[src/rtl/vtr_pkg.sv]
package vtr_pkg;
    typedef enum logic [1:0] {
        TRAP_NONE      = 2'b00,
        TRAP_INTERCEPT = 2'b01,
        TRAP_PRIV      = 2'b10,
        TRAP_UNDEF     = 2'b11
    } trap_e;

    typedef enum logic [1:0] {
        ACT_RAW  = 2'b00,
        ACT_SUM  = 2'b01,
        ACT_TRAP = 2'b10
    } act_e;

    localparam int CAUSE_W = 4;
    localparam logic [CAUSE_W-1:0] CAUSE_NONE     = 4'h0;
    localparam logic [CAUSE_W-1:0] CAUSE_HOST_SEC = 4'h1;
    localparam logic [CAUSE_W-1:0] CAUSE_BOTH_SEC = 4'h2;
endpackage

[src/rtl/vtr_time_base.sv]
module vtr_time_base #(
    parameter int CNT_W = 64
) (
    input  logic             clk,
    input  logic             rst_n,
    input  logic             cnt_we,
    input  logic [CNT_W-1:0] cnt_wdata,
    input  logic             ofs_we,
    input  logic [CNT_W-1:0] ofs_wdata,
    output logic [CNT_W-1:0] cnt_o,
    output logic [CNT_W-1:0] ofs_o
);
    localparam logic [CNT_W-1:0] ONE = {{(CNT_W-1){1'b0}}, 1'b1};

    typedef struct packed {
        logic [CNT_W-1:0] cnt;
        logic [CNT_W-1:0] ofs;
    } base_t;

    base_t st_d, st_q;

    always_comb begin
        st_d     = st_q;
        st_d.cnt = cnt_we ? cnt_wdata : st_q.cnt + ONE;
        if (ofs_we) begin
            st_d.ofs = ofs_wdata;
        end
    end

    always_ff @(posedge clk or negedge rst_n) begin
        if (!rst_n) begin
            st_q <= '0;
        end else begin
            st_q <= st_d;
        end
    end

    assign cnt_o = st_q.cnt;
    assign ofs_o = st_q.ofs;
endmodule

[src/rtl/vtr_decide.sv]
module vtr_decide
    import vtr_pkg::*;
#(
    parameter int PL_W = 2
) (
    input  logic               opt_en,
    input  logic               vm,
    input  logic               hsec,
    input  logic               vsec,
    input  logic [PL_W-1:0]    pl,
    output act_e               act,
    output trap_e              kind,
    output logic [CAUSE_W-1:0] cause
);
    logic pl_nz;
    assign pl_nz = |pl;

    always_comb begin
        act   = ACT_RAW;
        kind  = TRAP_NONE;
        cause = CAUSE_NONE;
        if (vm) begin
            unique case ({hsec, vsec})
                2'b00: act = opt_en ? ACT_SUM : ACT_RAW;
                2'b01: begin
                    if (!opt_en) begin
                        act  = ACT_TRAP;
                        kind = TRAP_UNDEF;
                    end else if (pl_nz) begin
                        act  = ACT_TRAP;
                        kind = TRAP_PRIV;
                    end else begin
                        act  = ACT_SUM;
                    end
                end
                2'b10: begin
                    act   = ACT_TRAP;
                    kind  = TRAP_INTERCEPT;
                    cause = CAUSE_HOST_SEC;
                end
                default: begin
                    act = ACT_TRAP;
                    if (pl_nz) begin
                        kind = TRAP_PRIV;
                    end else begin
                        kind  = TRAP_INTERCEPT;
                        cause = CAUSE_BOTH_SEC;
                    end
                end
            endcase
        end
    end
endmodule

[src/rtl/vtimer_read_unit.sv]
module vtimer_read_unit
    import vtr_pkg::*;
#(
    parameter int CNT_W = 64,
    parameter int PL_W  = 2
) (
    input  logic               clk,
    input  logic               rst_n,
    input  logic               cfg_opt_en,
    input  logic               cfg_cause_en,
    input  logic               host_cnt_we,
    input  logic [CNT_W-1:0]   host_cnt_wdata,
    input  logic               host_ofs_we,
    input  logic [CNT_W-1:0]   host_ofs_wdata,
    input  logic               rd_req,
    input  logic               vm_mode,
    input  logic               host_sec,
    input  logic               virt_sec,
    input  logic [PL_W-1:0]    virt_pl,
    output logic [CNT_W-1:0]   rd_data,
    output logic               rd_valid,
    output logic [1:0]         trap_kind,
    output logic               cause_valid,
    output logic [CAUSE_W-1:0] cause_code
);
    typedef struct packed {
        logic               valid;
        logic [CNT_W-1:0]   data;
        trap_e              kind;
        logic               cvld;
        logic [CAUSE_W-1:0] cause;
    } res_t;

    logic [CNT_W-1:0]   cnt_now;
    logic [CNT_W-1:0]   ofs_now;
    act_e               dec_act;
    trap_e              dec_kind;
    logic [CAUSE_W-1:0] dec_cause;
    res_t               res_d, res_q;

    vtr_time_base #(.CNT_W(CNT_W)) u_base (
        .clk       (clk),
        .rst_n     (rst_n),
        .cnt_we    (host_cnt_we),
        .cnt_wdata (host_cnt_wdata),
        .ofs_we    (host_ofs_we),
        .ofs_wdata (host_ofs_wdata),
        .cnt_o     (cnt_now),
        .ofs_o     (ofs_now)
    );

    vtr_decide #(.PL_W(PL_W)) u_dec (
        .opt_en (cfg_opt_en),
        .vm     (vm_mode),
        .hsec   (host_sec),
        .vsec   (virt_sec),
        .pl     (virt_pl),
        .act    (dec_act),
        .kind   (dec_kind),
        .cause  (dec_cause)
    );

    always_comb begin
        res_d = '0;
        if (rd_req) begin
            res_d.valid = 1'b1;
            res_d.kind  = dec_kind;
            unique case (dec_act)
                ACT_RAW: res_d.data = cnt_now;
                ACT_SUM: res_d.data = cnt_now + ofs_now;
                default: res_d.data = '0;
            endcase
            if (cfg_cause_en && dec_kind == TRAP_INTERCEPT) begin
                res_d.cvld  = 1'b1;
                res_d.cause = dec_cause;
            end
        end
    end

    always_ff @(posedge clk or negedge rst_n) begin
        if (!rst_n) begin
            res_q <= '0;
        end else begin
            res_q <= res_d;
        end
    end

    assign rd_data     = res_q.data;
    assign rd_valid    = res_q.valid;
    assign trap_kind   = res_q.kind;
    assign cause_valid = res_q.cvld;
    assign cause_code  = res_q.cause;
endmodule

[config.mk]
export PLATFORM = sky130hd
export DESIGN_NAME = vtimer_read_unit
export DESIGN_NICKNAME = d
export VERILOG_FILES = /design/src/rtl/vtr_pkg.sv /design/src/rtl/vtr_time_base.sv /design/src/rtl/vtr_decide.sv /design/src/rtl/vtimer_read_unit.sv
export SDC_FILE = /design/constraint.sdc
export NUM_CORES = 1
export LEC_CHECK = 0
export BUFFER_PORTS_ARGS = -buffer_cell sky130_fd_sc_hd__buf_2
export CAP_MARGIN = 20
export CORE_MARGIN = 2
export CORE_UTILIZATION = 25
export DETAILED_ROUTE_END_ITERATION = 7
export PLACE_DENSITY = 0.53
export REMOVE_ABC_BUFFERS = 1
export SLEW_MARGIN = 10
export SYNTH_ARGS = -nofsm -noshare
export SYNTH_HDL_FRONTEND = slang
export SYNTH_HIERARCHICAL = 1
export SYNTH_SLANG_ARGS = --single-unit
[constraint.sdc]
create_clock -name clk -period 5.4 [get_ports clk]
set_input_delay 0.81 -clock clk [delete_from_list [all_inputs] [get_ports clk]]
set_output_delay 0.81 -clock clk [all_outputs]
set_load 0.1 [all_outputs]
# Yosys cells after proc, flatten, opt, wreduce, memory -nomap -nowiden
# Index checks and enable logic that the tools add are counted.
# word_totals
reg_bits	200
input_bits	140
out_inout_bits	72
wordCells	34
# op_classes
addsub	2
n_eq_ne	4
n_mux	16
reduce_logical	5
# op_table
cell	count
64-bit one-hot mux with 2 select lines	1
72-bit two-way mux	1
64-bit by 1-bit adder with 64-bit output (second input constant)	1
64-bit adder	1
64-bit two-way mux	1
2-bit two-way mux	7
4-bit one-hot mux with 2 select lines	1
2-bit by 1-bit equality test with 1-bit output (second input constant)	3
2-bit one-hot mux with 3 select lines	1
5-bit two-way mux	1
2-bit zero test	2
4-bit two-way mux	1
2-bit one-hot mux with 2 select lines	1
2-bit OR reduction	2
2-bit equality test (second input constant)	1
1-bit logical AND	1
1-bit two-way mux	1

# Longest topological paths before layout
# logic_depth
word_depth	9
depth_mapped	14
mapped_depth_nobuf	14

# Hierarchy
# Netlist, hierarchy kept.
# by_module_without_submodules
mod	n_inst	cells_each	area_each_um2	seq_area_each_um2
vtimer_read_unit	1	761	6394.9	1801.7
vtr_time_base	1	548	6029.5	3203.1
vtr_decide	1	17	92.6	0.0

# Worst setup path after synthesis
# Ideal clock, no wire load.
# synth_path
path_type	flip-flop to flip-flop
startpoint	register u_base.st_q (netlist bit u_base/cnt_o[2])
endpoint	register res_q (netlist bit rd_data[56])
setup_time_ns	0.069
arrival_ns	2.884
required_ns	5.331
slack_ns	2.446
stages_incl_launch_ff	13
n_path_buf	0
synth_period_minus_slack_ns	2.954
cell_sequence	dfrtp_1 > ha_1 > nor2b_1 > o211ai_1 > nand3b_1 > a221oi_2 > o31ai_2 > o31ai_2 > o21ai_1 > a21oi_1 > o21ai_1 > a211o_1 > nand3_1
# synth_rtl
element	line_no	text
from (decl)	vtr_time_base.sv:20	base_t st_d, st_q;
from (signal assigned)	vtr_time_base.sv:34	st_q <= st_d;
to (signal assigned)	vtimer_read_unit.sv:84	res_q <= res_d;
to (decl)	vtimer_read_unit.sv:39	res_t res_d, res_q;

==> results.yml <==
worst_setup_path:
  start_kind: "register"
  crit_path_max_fanout: 8
  regToRegSetupSlack_ns: 1.68
  worstSetupStartpoint: "u_base/cnt_o[12]"
  worst-endpoint-required_ns: 5.77
  timing.critical_path.to_type: "register"
  worstPathArrival_ns: 4.09
  critPathKind: "register to register"
  reg2reg_launch_point: "u_base/cnt_o[12]"
  rr_worst_depth: 11
  critical_r2r_capture: "rd_data[61]"
logic_synthesis:
  synth_enable_flop_cells: 0
  post_synth_inst_count: 1326
  synth-warning-count: 6
  number_of_synthesized_register_bits: 200
  synth.distinct_cells: 73
  syn_area_mm2: 0.0125
  ys_async_sr_fraction_pct: 100
  post_synth.cell_area_avg_um2: 9.44
  proportion_of_synthesized_chip_area_in_sequential_cells_pct: 40.0
  yosys_most_used_dff: "sky130_fd_sc_hd__dfrtp_1"
status:
  status: "completed"
timing:
  layout_worst_path_cycle_share_pct: 68.8
  final.setup.tns_ns: 0
  finalClockSkew_ns: 0.0200
  rsz0062_at_grt: "no"
  max_slew_margin_pct: 43.6
  timing.final.max_slew_violations: 0
  timing.final.crit_period_ns: 3.72
  max_freq_mhz: 269
  setup_viol: 0
  final.hold.worst_slack_ns: 0.307
  worstMarginPinSlew_ns: 0.846
  hold_violations: 0
global_routing:
  gr-usage-all-layers_pct: 16.3
  globalRouteOverflowTotal: 0
  maximum_number_of_pins_on_one_net_before_global_route_repair: 127
  grt_pass1_vias: 10584
  grt_pass1_wl_um: 64300
  antenna_found_initial: 0
worst_hold_path:
  min-delay-path-class: "input pin to async pin"
place:
  post-dp-hpwl_um: 31600
  dp.cells: 2157
  gp_congestion: 0.891
  portBuffers: 211
clock_tree:
  cts.sinks: 200
  tritoncts: "built"
  clockBufferDepth: 2
  worstSkewPairLatency_ns: 0.50
  post_cts.repair.setup_buffers: 0
  cts_buffers: 17
  holdBufCountCts: 0
  cts-htree-levels: 4
  cts.root.buffer_cell: "sky130_fd_sc_hd__clkbuf_16"
  cts-resized-gates: 0
  worst_setup_hold_path_clk_slew_ns: 0.08
floorplan:
  ios: 212
  floorplan.die_area_mm2: 0.0519
  core_footprint_mm2: 0.0498
  floorplan.initialDensity_pct: 25.2
  die_height_um: 228
  rows: 82
  overall_die_width_um: 228
drt:
  drt-vias-per-instance: 4.94
  detailedRoute.firstPassIterationCount: 5
  via_count: 10817
  wl_um: 42100
  initialDrtViolationCount: 619
  postRouteAntennaNets: 0
  avgRoutedWirePerCell_um: 19.2
  drcViolationCount: 0
layout:
  seq_area_mm2: 0.00500
  nets: 1709
  n_antenna_cell: 0
  multi_input_comb_area_mm2: 0.00717
  finish.cell_count_without_fillers: 2189
  flow.area_growth_from_synthesis_pct: 18.9
  fillCellCount: 5276
  final_layout_size_suffix_gt1_share_pct: 23.4
pwr:
  power_density_relative_to_cell_area_mw_per_mm2: 320
  power.static_leakage_nw: 6.56
  worst_vdd_rail_ir_drop_mv: 0.250
run:
  number_of_violations_of_the_max_capacitance_limit: 0
worst max path at each step:
| stage | cells past startpoint | to |
|---|---|---|
| after floorplan | 7 | rd_data[61] |
| final | 11 | rd_data[61] |
| after global routing | 11 | rd_data[61] |
| after global placement | 12 | rd_data[45] |
| after CTS | 11 | rd_data[61] |
| after detailed placement | 11 | rd_data[61] |
metrics by stage:
stage / setup slack [ns] / power (W) / utilization [%] / area (µm²)
final: 1.68 / 0.00476 / 29.9 / 14900
after global routing: 1.37 / 0.00505 / 29.9 / 14900
after CTS: 1.64 / 0.00484 / 29.9 / 14900
after detailed placement: 1.66 / 0.00341 / 28.7 / 14300
after global placement: 1.78 / 0.00341 / 28.7 / 14300
after floorplan: -1.85 / 0.00294 / - / 12300
logic make-up (layout without fill, tap and decap cells):
logic type / after synthesis / in the layout / share of synthesized area (%)
other: 1 / 2 / 0.0300
xor gates and xnor gates: 93 / 93 / 6.51
DFF: 200 / 200 / 40.0
AOI/OAI and AO/OA: 337 / 337 / 17.4
buffers and inverters: 90 / 280 / 2.83
adders and majority gates: 65 / 65 / 6.56
muxes: 100 / 100 / 8.66
and+or+nand+nor: 440 / 440 / 18.0
cell usage after synthesis, types with 5 or more instances:
cell                       instances  share of area (%)
sky130_fd_sc_hd__dfrtp_1         200                 40
sky130_fd_sc_hd__nand2_1         124                3.7
sky130_fd_sc_hd__nor2_1          104                3.1
sky130_fd_sc_hd__a21oi_1          81                3.2
sky130_fd_sc_hd__o21ai_0          67                2.7
sky130_fd_sc_hd__mux2_2           66                5.9
sky130_fd_sc_hd__ha_1             64                6.4
sky130_fd_sc_hd__clkbuf_1         52                1.6
sky130_fd_sc_hd__xnor2_1          50                3.5
sky130_fd_sc_hd__nand3_1          46                1.8
sky130_fd_sc_hd__xor2_1           43                3.0
sky130_fd_sc_hd__nand4_1          41                2.0
sky130_fd_sc_hd__a21o_1           36                2.2
sky130_fd_sc_hd__mux2i_1          34                2.7
sky130_fd_sc_hd__a31oi_1          28                1.4
sky130_fd_sc_hd__inv_1            24               0.72
sky130_fd_sc_hd__o21ai_1          23               0.92
sky130_fd_sc_hd__and3_1           20                1.0
sky130_fd_sc_hd__o21bai_1         17                1.0
sky130_fd_sc_hd__o31ai_1          17                1.0
sky130_fd_sc_hd__nor3_1           16               0.64
sky130_fd_sc_hd__or4_1            13               0.78
sky130_fd_sc_hd__and2_1           12               0.60
sky130_fd_sc_hd__nor2b_1          11               0.55
sky130_fd_sc_hd__o21a_1            9               0.54
sky130_fd_sc_hd__or3_1             9               0.45
sky130_fd_sc_hd__and4_1            7               0.49
sky130_fd_sc_hd__buf_2             7               0.28
sky130_fd_sc_hd__a211oi_1          6               0.36
sky130_fd_sc_hd__nand2b_1          6               0.30
sky130_fd_sc_hd__nor4_1            6               0.30
sky130_fd_sc_hd__o211ai_1          6               0.36
sky130_fd_sc_hd__a221o_1           5               0.40
sky130_fd_sc_hd__a41oi_1           5               0.35
sky130_fd_sc_hd__o31a_1            5               0.35
sky130_fd_sc_hd__o31ai_2           5               0.50
sequential cells by signal, indices dropped and copies added, names as in the netlist:
name,cells
u_base/ofs_o,64
cause_valid,1
trap_kind,2
cause_code,4
rd_data,64
rd_valid,1
u_base/cnt_o,64
per-layer routing:
layer / global-route usage, % / vias to the layer above / share of wire, %
met5: 0 / - / 0
met4: 5.72 / 0 / 2.1
met3: 3.21 / 41 / 5.6
met2: 24.7 / 329 / 45
met1: 22.9 / 5251 / 48
li1: - / 5196 / -
where the power goes:
part / leakage, nW / total, W / switching, W / internal [W]
Sequential: 2.46 / 0.00178 / 0.000149 / 0.00163
Clock: 0.294 / 0.00138 / 0.000674 / 0.000702
Combinational: 3.80 / 0.00161 / 0.00105 / 0.000554
worst max-delay path: stages, from the launching register on:
cell	delay, ns
sky130_fd_sc_hd__dfrtp_1	0.47
sky130_fd_sc_hd__ha_1	0.44
sky130_fd_sc_hd__nand2_2	0.10
sky130_fd_sc_hd__nor2_1	0.24
sky130_fd_sc_hd__nand2_1	0.14
sky130_fd_sc_hd__o311ai_4	0.42
sky130_fd_sc_hd__a31oi_2	0.29
sky130_fd_sc_hd__o31ai_1	0.45
sky130_fd_sc_hd__a31oi_1	0.19
sky130_fd_sc_hd__o21ai_1	0.31
sky130_fd_sc_hd__a311oi_1	0.18
sky130_fd_sc_hd__o41ai_1	0.36
layout make-up:
type | count | share of cell area [%]
clock inverter | 15 | 1.23
tap | 672 | 5.65
inverter | 25 | 0.630
sequential | 200 | 33.6
multi-input combinational | 1037 | 48.2
clock buffer | 17 | 2.86
timing repair buffer | 223 | 7.86
placed cells by master (no fill, tap or decap), types with 5 or more instances in the layout:
cell type                   synthesis  layout
sky130_fd_sc_hd__a21oi_1           81      81
sky130_fd_sc_hd__mux2i_1           34      34
sky130_fd_sc_hd__dfrtp_1          200     200
sky130_fd_sc_hd__o31a_1             5       5
sky130_fd_sc_hd__nand4_1           41      41
sky130_fd_sc_hd__a211oi_1           6       6
sky130_fd_sc_hd__xor2_1            43      43
sky130_fd_sc_hd__nor2b_1           11      11
sky130_fd_sc_hd__ha_1              64      64
sky130_fd_sc_hd__xnor2_1           50      50
sky130_fd_sc_hd__o31ai_2            5       5
sky130_fd_sc_hd__o21ai_0           67      67
sky130_fd_sc_hd__o21bai_1          17      17
sky130_fd_sc_hd__and2_1            12      12
sky130_fd_sc_hd__o21ai_1           23      23
sky130_fd_sc_hd__inv_6              0       5
sky130_fd_sc_hd__clkbuf_16          0      17
sky130_fd_sc_hd__inv_1             24      24
sky130_fd_sc_hd__a221o_1            5       5
sky130_fd_sc_hd__nor4_1             6       6
sky130_fd_sc_hd__a21o_1            36      36
sky130_fd_sc_hd__nand2_1          124     124
sky130_fd_sc_hd__a31oi_1           28      28
sky130_fd_sc_hd__nand2b_1           6       5
sky130_fd_sc_hd__o31ai_1           17      17
sky130_fd_sc_hd__o211ai_1           6       6
sky130_fd_sc_hd__nor3_1            16      15
sky130_fd_sc_hd__a41oi_1            5       5
sky130_fd_sc_hd__or3_1              9       9
sky130_fd_sc_hd__and4_1             7       7
sky130_fd_sc_hd__and3_1            20      20
sky130_fd_sc_hd__or4_1             13      13
sky130_fd_sc_hd__mux2_2            66      66
sky130_fd_sc_hd__o21a_1             9       9
sky130_fd_sc_hd__nor2_1           104     104
sky130_fd_sc_hd__buf_4              2      12
sky130_fd_sc_hd__nand3_1           46      46
sky130_fd_sc_hd__buf_2              7     209
(Power assumes the default switching activity.)
